$ cat src/rtl/irq_res_pkg.sv
package irq_res_pkg;

   localparam int DEF_NUM_SRC  = 64;
   localparam int DEF_PRIO_W   = 8;
   localparam int DEF_VEC_W    = 8;
   localparam int DEF_VEC_BASE = 64;
   localparam int DEF_IDLE_VEC = 24;

   // smallest power of two not below n (n >= 1)
   function automatic int pow2_ceil(input int n);
      int p;
      p = 1;
      for (int k = 0; k < 31; k++) begin
         if (p < n) p = p << 1;
      end
      return p;
   endfunction

endpackage

$ cat src/rtl/irq_qualify.sv
module irq_qualify #(
   parameter int NUM_SRC = 64
) (
   input  logic [NUM_SRC-1:0] pend_i,
   input  logic [NUM_SRC-1:0] force_i,
   input  logic [NUM_SRC-1:0] en_i,
   input  logic [NUM_SRC-1:0] mask_i,
   output logic [NUM_SRC-1:0] act_o
);

   for (genvar s = 0; s < NUM_SRC; s++) begin : g_bit
      assign act_o[s] = (pend_i[s] | force_i[s]) & en_i[s] & ~mask_i[s];
   end

endmodule

$ cat src/rtl/irq_merge.sv
module irq_merge #(
   parameter int PRIO_W = 8,
   parameter int IDX_W  = 6
) (
   input  logic              lo_vld,
   input  logic [PRIO_W-1:0] lo_pri,
   input  logic [IDX_W-1:0]  lo_idx,
   input  logic              hi_vld,
   input  logic [PRIO_W-1:0] hi_pri,
   input  logic [IDX_W-1:0]  hi_idx,
   output logic              out_vld,
   output logic [PRIO_W-1:0] out_pri,
   output logic [IDX_W-1:0]  out_idx
);

   // the upper-index side wins on equal level
   logic take_hi;

   assign take_hi = hi_vld & (~lo_vld | (hi_pri >= lo_pri));
   assign out_vld = lo_vld | hi_vld;
   assign out_pri = take_hi ? hi_pri : lo_pri;
   assign out_idx = take_hi ? hi_idx : lo_idx;

endmodule

$ cat src/rtl/irq_tree.sv
module irq_tree #(
   parameter int NUM_SRC = 64,
   parameter int PRIO_W  = 8,
   parameter int IDX_W   = 6
) (
   input  logic [NUM_SRC-1:0]        act_i,
   input  logic [NUM_SRC*PRIO_W-1:0] prio_i,
   output logic                      any_o,
   output logic [PRIO_W-1:0]         pri_o,
   output logic [IDX_W-1:0]          idx_o
);

   localparam int LEAVES = 1 << IDX_W;
   localparam int NODES  = 2 * LEAVES - 1;
   localparam int FIRST  = LEAVES - 1;

   if (LEAVES < NUM_SRC) begin : g_bad_idx
      $error("irq_tree: IDX_W too narrow for NUM_SRC");
   end

   // heap layout: node k has children 2k+1 (lower indices) and 2k+2
   logic              nv [NODES];
   logic [PRIO_W-1:0] np [NODES];
   logic [IDX_W-1:0]  ni [NODES];

   for (genvar i = 0; i < LEAVES; i++) begin : g_leaf
      if (i < NUM_SRC) begin : g_real
         assign nv[FIRST+i] = act_i[i];
         assign np[FIRST+i] = act_i[i] ? prio_i[i*PRIO_W +: PRIO_W] : '0;
      end else begin : g_pad
         assign nv[FIRST+i] = 1'b0;
         assign np[FIRST+i] = '0;
      end
      assign ni[FIRST+i] = IDX_W'(i);
   end

   for (genvar k = 0; k < FIRST; k++) begin : g_node
      irq_merge #(
         .PRIO_W (PRIO_W),
         .IDX_W  (IDX_W)
      ) u_merge (
         .lo_vld  (nv[2*k+1]),
         .lo_pri  (np[2*k+1]),
         .lo_idx  (ni[2*k+1]),
         .hi_vld  (nv[2*k+2]),
         .hi_pri  (np[2*k+2]),
         .hi_idx  (ni[2*k+2]),
         .out_vld (nv[k]),
         .out_pri (np[k]),
         .out_idx (ni[k])
      );
   end

   assign any_o = nv[0];
   assign pri_o = np[0];
   assign idx_o = ni[0];

endmodule

$ cat src/rtl/irq_vec_resolver.sv
module irq_vec_resolver #(
   parameter int NUM_SRC  = irq_res_pkg::DEF_NUM_SRC,
   parameter int PRIO_W   = irq_res_pkg::DEF_PRIO_W,
   parameter int VEC_W    = irq_res_pkg::DEF_VEC_W,
   parameter int VEC_BASE = irq_res_pkg::DEF_VEC_BASE,
   parameter int IDLE_VEC = irq_res_pkg::DEF_IDLE_VEC,
   parameter bit REG_OUT  = 1'b1
) (
   input  logic                      clk,
   input  logic                      rst_n,
   input  logic [NUM_SRC-1:0]        pend_i,
   input  logic [NUM_SRC-1:0]        force_i,
   input  logic [NUM_SRC-1:0]        en_i,
   input  logic [NUM_SRC-1:0]        mask_i,
   input  logic [NUM_SRC*PRIO_W-1:0] prio_i,
   output logic [PRIO_W-1:0]         lvl_o,
   output logic [VEC_W-1:0]          vec_o,
   output logic [PRIO_W-1:0]         lvl_q_o,
   output logic [VEC_W-1:0]          vec_q_o
);

   localparam int IDX_W = $clog2(irq_res_pkg::pow2_ceil(NUM_SRC));

   if (NUM_SRC < 2) begin : g_bad_num
      $error("irq_vec_resolver: NUM_SRC must be at least 2");
   end
   if (VEC_BASE + NUM_SRC > (1 << VEC_W)) begin : g_bad_base
      $error("irq_vec_resolver: vector range exceeds VEC_W");
   end
   if (IDLE_VEC >= (1 << VEC_W)) begin : g_bad_idle
      $error("irq_vec_resolver: IDLE_VEC exceeds VEC_W");
   end
   if (IDX_W > VEC_W) begin : g_bad_idx
      $error("irq_vec_resolver: index wider than vector");
   end

   logic [NUM_SRC-1:0] act;
   logic               win_any;
   logic [PRIO_W-1:0]  win_pri;
   logic [IDX_W-1:0]   win_idx;

   irq_qualify #(
      .NUM_SRC (NUM_SRC)
   ) u_qual (
      .pend_i  (pend_i),
      .force_i (force_i),
      .en_i    (en_i),
      .mask_i  (mask_i),
      .act_o   (act)
   );

   irq_tree #(
      .NUM_SRC (NUM_SRC),
      .PRIO_W  (PRIO_W),
      .IDX_W   (IDX_W)
   ) u_tree (
      .act_i  (act),
      .prio_i (prio_i),
      .any_o  (win_any),
      .pri_o  (win_pri),
      .idx_o  (win_idx)
   );

   always_comb begin
      if (win_any) begin
         lvl_o = win_pri;
         vec_o = VEC_W'(VEC_BASE) + VEC_W'(win_idx);
      end else begin
         lvl_o = '0;
         vec_o = VEC_W'(IDLE_VEC);
      end
   end

   if (REG_OUT) begin : g_reg
      always_ff @(posedge clk or negedge rst_n) begin
         if (!rst_n) begin
            lvl_q_o <= '0;
            vec_q_o <= VEC_W'(IDLE_VEC);
         end else begin
            lvl_q_o <= lvl_o;
            vec_q_o <= vec_o;
         end
      end
   end else begin : g_wire
      assign lvl_q_o = lvl_o;
      assign vec_q_o = vec_o;
   end

endmodule

$ cat config.mk
export PLATFORM = sky130hd
export DESIGN_NAME = irq_vec_resolver
export DESIGN_NICKNAME = d
export VERILOG_FILES = /design/src/rtl/irq_res_pkg.sv /design/src/rtl/irq_qualify.sv /design/src/rtl/irq_merge.sv /design/src/rtl/irq_tree.sv /design/src/rtl/irq_vec_resolver.sv
export SDC_FILE = /design/constraint.sdc
export NUM_CORES = 1
export LEC_CHECK = 0
export ABC_AREA = 1
export CORE_AREA = 3 3 314 316
export DETAILED_ROUTE_END_ITERATION = 12
export DIE_AREA = 0 0 317 319
export PLACE_DENSITY = 0.44
export SYNTH_ARGS = -nofsm -noshare
export SYNTH_HDL_FRONTEND = slang
export SYNTH_SLANG_ARGS = --single-unit
$ cat constraint.sdc
create_clock -name clk -period 37.2 [get_ports clk]
set_clock_uncertainty 0.05 [all_clocks]
set_input_delay 11.16 -clock clk [delete_from_list [all_inputs] [get_ports clk]]
set_output_delay 11.16 -clock clk [all_outputs]
set_load 0.02 [all_outputs]
After elaboration in Yosys (flattened, before gate mapping)
Cells that the tools add are included.
{"block": "word_totals", "wordCells": 766, "mem_bits_ro": 0, "regBits": 16, "input_bits": 770, "latch_bits": 0, "n_memories": 0, "mem_bits_rw": 0}
{"block": "op_classes", "shift": 0, "n_mux": 192, "n_eq_ne": 0, "div": 0, "n_addsub": 1, "multipliers": 0, "magnitude_cmp": 63, "reduce_logical": 0, "n_bitwise": 508}
{"operator": "8-bit 2-to-1 mux", "n": 129}
{"operator": "8-bit greater-or-equal comparator", "n": 63}
{"operator": "1-bit AND", "n": 191}
{"operator": "1-bit bitwise OR", "n": 190}
{"operator": "1-bit inverter", "n": 127}
{"operator": "1-bit 2-to-1 mux", "n": 32}
{"operator": "2-bit 2-to-1 mux", "n": 16}
{"operator": "3-bit 2-to-1 mux", "n": 8}
{"operator": "4-bit 2-to-1 mux", "n": 4}
{"operator": "5-bit 2-to-1 mux", "n": 2}
{"operator": "7-bit by 6-bit adder with 8-bit output, first input constant", "n": 1}
{"operator": "6-bit 2-to-1 mux", "n": 1}

Logic depth before layout (Yosys ltp)
{"block": "depth", "word_depth": 30, "ltp_mapped": 96, "ltp_nobuf": 89}

Modules after synthesis
Synthesis repeated with hierarchy kept, for this count alone.
{"block": "unflattened", "cells_unflattened": 6623, "hier_area_um2": 40730.3}
{"mod": "irq_merge", "n_inst": 63, "cells_per_inst": 83, "area_per_inst_um2": 556.8}
{"mod": "irq_tree", "n_inst": 1, "cells_per_inst": 1090, "area_per_inst_um2": 4171.5}
{"mod": "irq_qualify", "n_inst": 1, "cells_per_inst": 256, "area_per_inst_um2": 960.9}
{"mod": "irq_vec_resolver", "n_inst": 1, "cells_per_inst": 48, "area_per_inst_um2": 520.5}

Worst setup path before layout
No wires, ideal clock.
{"block": "synth_path", "path_type": "input-to-output", "startpoint": "input port en_i[58]", "endpoint": "output port vec_o[4]", "arrival_time_ns": 22.275, "cell_stages": 79, "path_slack_ns": 3.715, "path_cell_list": "inv_1 > nor2_1 > o21a_1 > clkbuf_1 > inv_1 > nor2_1 > ha_1 > inv_1 > a21boi_0 > o21a_1 > o21a_1 > o21a_1 > o21ai_0 > nand2_1 > nand3_1 > nand3_1 > nand2_1 > inv_1 > (+43 left out) > nand2_1 > o21ai_0 > clkbuf_1 > nand3_1 > and2_1 > ha_1 > inv_1 > a21boi_0 > o21a_1 > o21a_1 > o21a_1 > o21a_1 > o21ai_0 > nand2_1 > nand2_1 > a31oi_1 > clkbuf_1 > o21ai_0"}
{"block": "synth_via", "elab_chain_cells": 29, "elab_cells_between_ends": 42}
{"item": "start, declared", "line": "irq_vec_resolver.sv:13", "text": "input logic [NUM_SRC-1:0] en_i,"}
{"item": "1-bit AND (*) (2 in a row)", "line": "irq_qualify.sv:12", "text": "assign act_o[s] = (pend_i[s] | force_i[s]) & en_i[s] & ~mask_i[s];"}
{"item": "8-bit 2-to-1 mux", "line": "irq_tree.sv:29", "text": "assign np[FIRST+i] = act_i[i] ? prio_i[i*PRIO_W +: PRIO_W] : '0;"}
{"item": "8-bit greater-or-equal comparator", "line": "irq_merge.sv:19", "text": "assign take_hi = hi_vld & (~lo_vld | (hi_pri >= lo_pri));"}
{"item": "1-bit bitwise OR", "line": "irq_merge.sv:19"}
{"item": "1-bit AND", "line": "irq_merge.sv:19"}
{"item": "8-bit 2-to-1 mux", "line": "irq_merge.sv:21", "text": "assign out_pri = take_hi ? hi_pri : lo_pri;"}
{"item": "8-bit greater-or-equal comparator", "line": "irq_merge.sv:19"}
{"item": "1-bit bitwise OR", "line": "irq_merge.sv:19"}
{"item": "(+12 left out)"}
{"item": "1-bit AND", "line": "irq_merge.sv:19"}
{"item": "8-bit 2-to-1 mux", "line": "irq_merge.sv:21"}
{"item": "8-bit greater-or-equal comparator", "line": "irq_merge.sv:19"}
{"item": "1-bit bitwise OR", "line": "irq_merge.sv:19"}
{"item": "1-bit AND", "line": "irq_merge.sv:19"}
{"item": "6-bit 2-to-1 mux", "line": "irq_merge.sv:22", "text": "assign out_idx = take_hi ? hi_idx : lo_idx;"}
{"item": "7-bit by 6-bit adder with 8-bit output", "line": "irq_vec_resolver.sv:67", "text": "vec_o = VEC_W'(VEC_BASE) + VEC_W'(win_idx);"}
{"item": "8-bit 2-to-1 mux (*)", "line": "irq_vec_resolver.sv:65", "text": "if (win_any) begin"}
{"item": "end, declared", "line": "irq_vec_resolver.sv:17", "text": "output logic [VEC_W-1:0] vec_o,"}
Every way passes the cells marked *; elsewhere a longest branch is shown, timed or not.

Final worst setup path
{"block": "layout_path", "startpoint": "input port en_i[23]", "endpoint": "output port vec_o[1]"}
Same word-level chain as after synthesis.

==> summary.txt <==
Run status
  • Outcome: finished clean

Clock tree
  • Hold buffer count at CTS: 0
  • Clock Root Buffer: clkbuf_16
  • Clock Path Buffers: 2
  • H-Tree Depth: 1
  • Number of buffers created by CTS: 3
  • Clk sink count: 15
  • Clock transition at the registers of the reported paths: about 90 ps
  • CTS tree: built

STA
  • Final Hold Fails: 0
  • Fin crit share: 96.4%
  • Setup Viol. Count Final: 0
  • Fin crit period: 35860 ps
  • Worst rel slew slack: between 30 and 40%
  • Slew Limit Fails: 0
  • Worst setup margin: ~1300 ps
  • Worst Max-Slew Pin Slew: 958 ps
  • TNS Setup: 0 ps
  • WHS: 11210 ps
  • RSZ-0062 raised after global routing: no
  • Fmax achieved: approximately 28 MHz

Place
  • Post-DP HPWL: 92900 um
  • GP Congestion: 0.855
  • # port buffers: between 700 and 800
  • Place WS: just under 900 ps

Power
  • Sequential power share: 2.7%
  • Leak Pwr: 15.7 nW
  • Max rail drop VDD: 64.9 uV
  • Switching Fraction: between 60% and 70%
  • Pwr Density: 41.1 mW/mm2
  • Int Pwr: 0.503 mW
  • Sw Pwr: 0.778 mW
  • Clock power frac: 2.1%
  • Logic pwr share: 95.2%

Logic synthesis
  • Primary FF master, synth: dfrtp_1
  • Unique masters post-synth: 51
  • Syn. warnings: 0
  • Top-area cell type share of the netlist area: 26.8%
  • EDFF count, synth: 0
  • Post-Syn Area: roughly 0.022 mm2
  • Sequential element share of the synthesized area: 1.74%
  • Flops & latches, synth: 15
  • Async set-or-reset flop fraction in the synthesized netlist: between 90% and 100%
  • Avg Synthesized Cell Area: 5.42 um2
  • Largest cells by area after synthesis: ha_1, nand2_1, inv_1
  • Syn Inst Count: 4008
  • Synth area leader: ha_1

Setup path
  • Crit Path Class: input pin to primary output
  • Most common cell on crit path: nand2_1
  • Worst Setup SP: en_i[23]
  • Critical-path top delay cell: a2111oi_0
  • Req. time, crit path: 25990 ps
  • Worst path max stage delay: between 700 and 800 ps
  • CP max FO: 20
  • Startpoint Class: input pin
  • Critical Path AT: 24650 ps
  • Worst setup path end: vec_o[1]
  • CP endpoint kind: primary output

Worst hold path
  • HP Class: input pin to asynchronous set/reset pin

Final layout
  • Commonest non-fill, non-tap cell in the layout: nand2_1
  • Share of layout cells above drive strength 1: 1.60%
  • Synth-to-layout area growth: 43.6%
  • Core Util, Final: around a third
  • Most frequent cells in the layout: nand2_1, clkdlybuf4s50_1, inv_1
  • Final nets: 5972
  • Fill cell count: around 11k

Route
  • Iteration-0 DRC Markers: between 1k and 1.5k
  • Routed WL: roughly 100000 um
  • Drc violations: 0
  • Drt wl/cell: 17.0 um
  • Routed via count: 27.0k
  • ANT nets after route: 0
  • Vias/cell: roughly 4.5
  • First-pass DRT Iterations: 5

Global route
  • Largest net degree at the start of global routing: 21
  • Total GRT Usage: just under 20%
  • Vias in the first global route: 26.6k
  • First-pass GRT wire length: 152000 um
  • Total congestion overflow: 0
  • Initial antenna violation count: 14

Floorplan
  • # IOs: 802
  • Die Y: 319 um
  • Total core area: 0.0963 mm2
  • Die Wd: 317 um
  • Row cnt: roughly 110
  • Starting density of the core: 22.5%
  • Die area: ~0.1 mm2

Run
  • Max cap viols: 0
## flip-flops by register name, summed over array words and instances (netlist names)
| signal | count |
|---|---|
| lvl_q_o | 8 |
| vec_q_o | 7 |
## through the flow
stage / std cells / power [mW] / area (um2)
floorplan: 4009 / 0.680 / 21700
global placement: 6002 / 1.23 / 31000
detailed placement: 6002 / 1.23 / 31000
CTS: 6006 / 1.26 / 31100
global route: 6018 / 1.42 / 31200
finish: 6019 / 1.28 / 31200
## synthesized netlist by cell type, types with 6 or more instances
| master | n |
|---|---|
| nand3_1 | 166 |
| nand2_1 | 1116 |
| a211oi_1 | 11 |
| a31oi_1 | 21 |
| and2_1 | 11 |
| nor3_1 | 31 |
| nand2_2 | 17 |
| inv_1 | 680 |
| nand4_1 | 30 |
| o21bai_1 | 6 |
| ha_1 | 465 |
| nand3b_1 | 17 |
| nor2_1 | 434 |
| a21boi_0 | 13 |
| a21oi_1 | 209 |
| buf_2 | 17 |
| clkbuf_1 | 64 |
| nor3_2 | 10 |
| dfrtp_1 | 13 |
| o21ai_0 | 483 |
| o21ai_1 | 9 |
| o21a_1 | 80 |
| o211ai_1 | 26 |
| a2111oi_0 | 9 |
## critical path, delay by kind of cell
kind,cells,cell delay [ps]
adder cells (fa/ha/maj),6,1870
AO/OA/AOI/OAI,20,4790
AND/OR/NAND/NOR,26,4150
buffers and inverters,10,2620
## what timing repair did
action,CTS,global route
buffers inserted,0,6
setup endpoints to repair,0,13
gates resized for setup,0,9
## cell type report
type / count / area, um2 / area share [%]
antenna: 7 / 17.5 / 0.0562
clock buffer: 3 / 75.1 / 0.241
clock inverter: 1 / 5.00 / 0.0161
inverter: 689 / 2590 / 8.31
multi-input combinational: 3213 / 18400 / 59.0
sequential: 15 / 378 / 1.21
tap: 1276 / 1600 / 5.12
timing repair buffer: 815 / 8120 / 26.1
## how the worst min path moves through the flow
stage	startpoint	end	slack [ps]
after floorplan	rst_n	lvl_q_o[0]	10810
after global placement	rst_n	vec_q_o[2]	11520
after detailed placement	rst_n	lvl_q_o[4]	11510
after CTS	rst_n	lvl_q_o[6]	11200
after global routing	rst_n	lvl_q_o[6]	11210
final	rst_n	lvl_q_o[6]	11210
## logic make-up after synthesis
| family | Yosys count | synth area share (%) |
|---|---|---|
| and+or+nand+nor | 1849 | 34.6 |
| AOI/OAI and AO/OA | 893 | 22.9 |
| buffers and inverters | 781 | 13.7 |
| adders and majority gates | 465 | 26.8 |
| DFF | 15 | 1.74 |
| muxes | 4 | 0.190 |
| other | 1 | 0.0173 |
## routing by layer
layer,GRT usage (%),share of wire [%],vias up
met5,0,0.057,-
met4,2.50,1.2,8
met3,3.13,5.4,54
met2,35.9,50,595
met1,23.5,43,11800
li1,-,-,14500
## power by group through the flow
stage	combinational, mW	sequential, mW	clock [mW]
6_report	1.22	0.0348	0.0273
5_1_grt	1.35	0.0356	0.0296
4_1_cts	1.20	0.0351	0.0295
3_5_place_dp	1.19	0.0353	0
3_3_place_gp	1.19	0.0356	0
2_1_floorplan	0.636	0.0440	0
(Power assumes the default switching activity.)
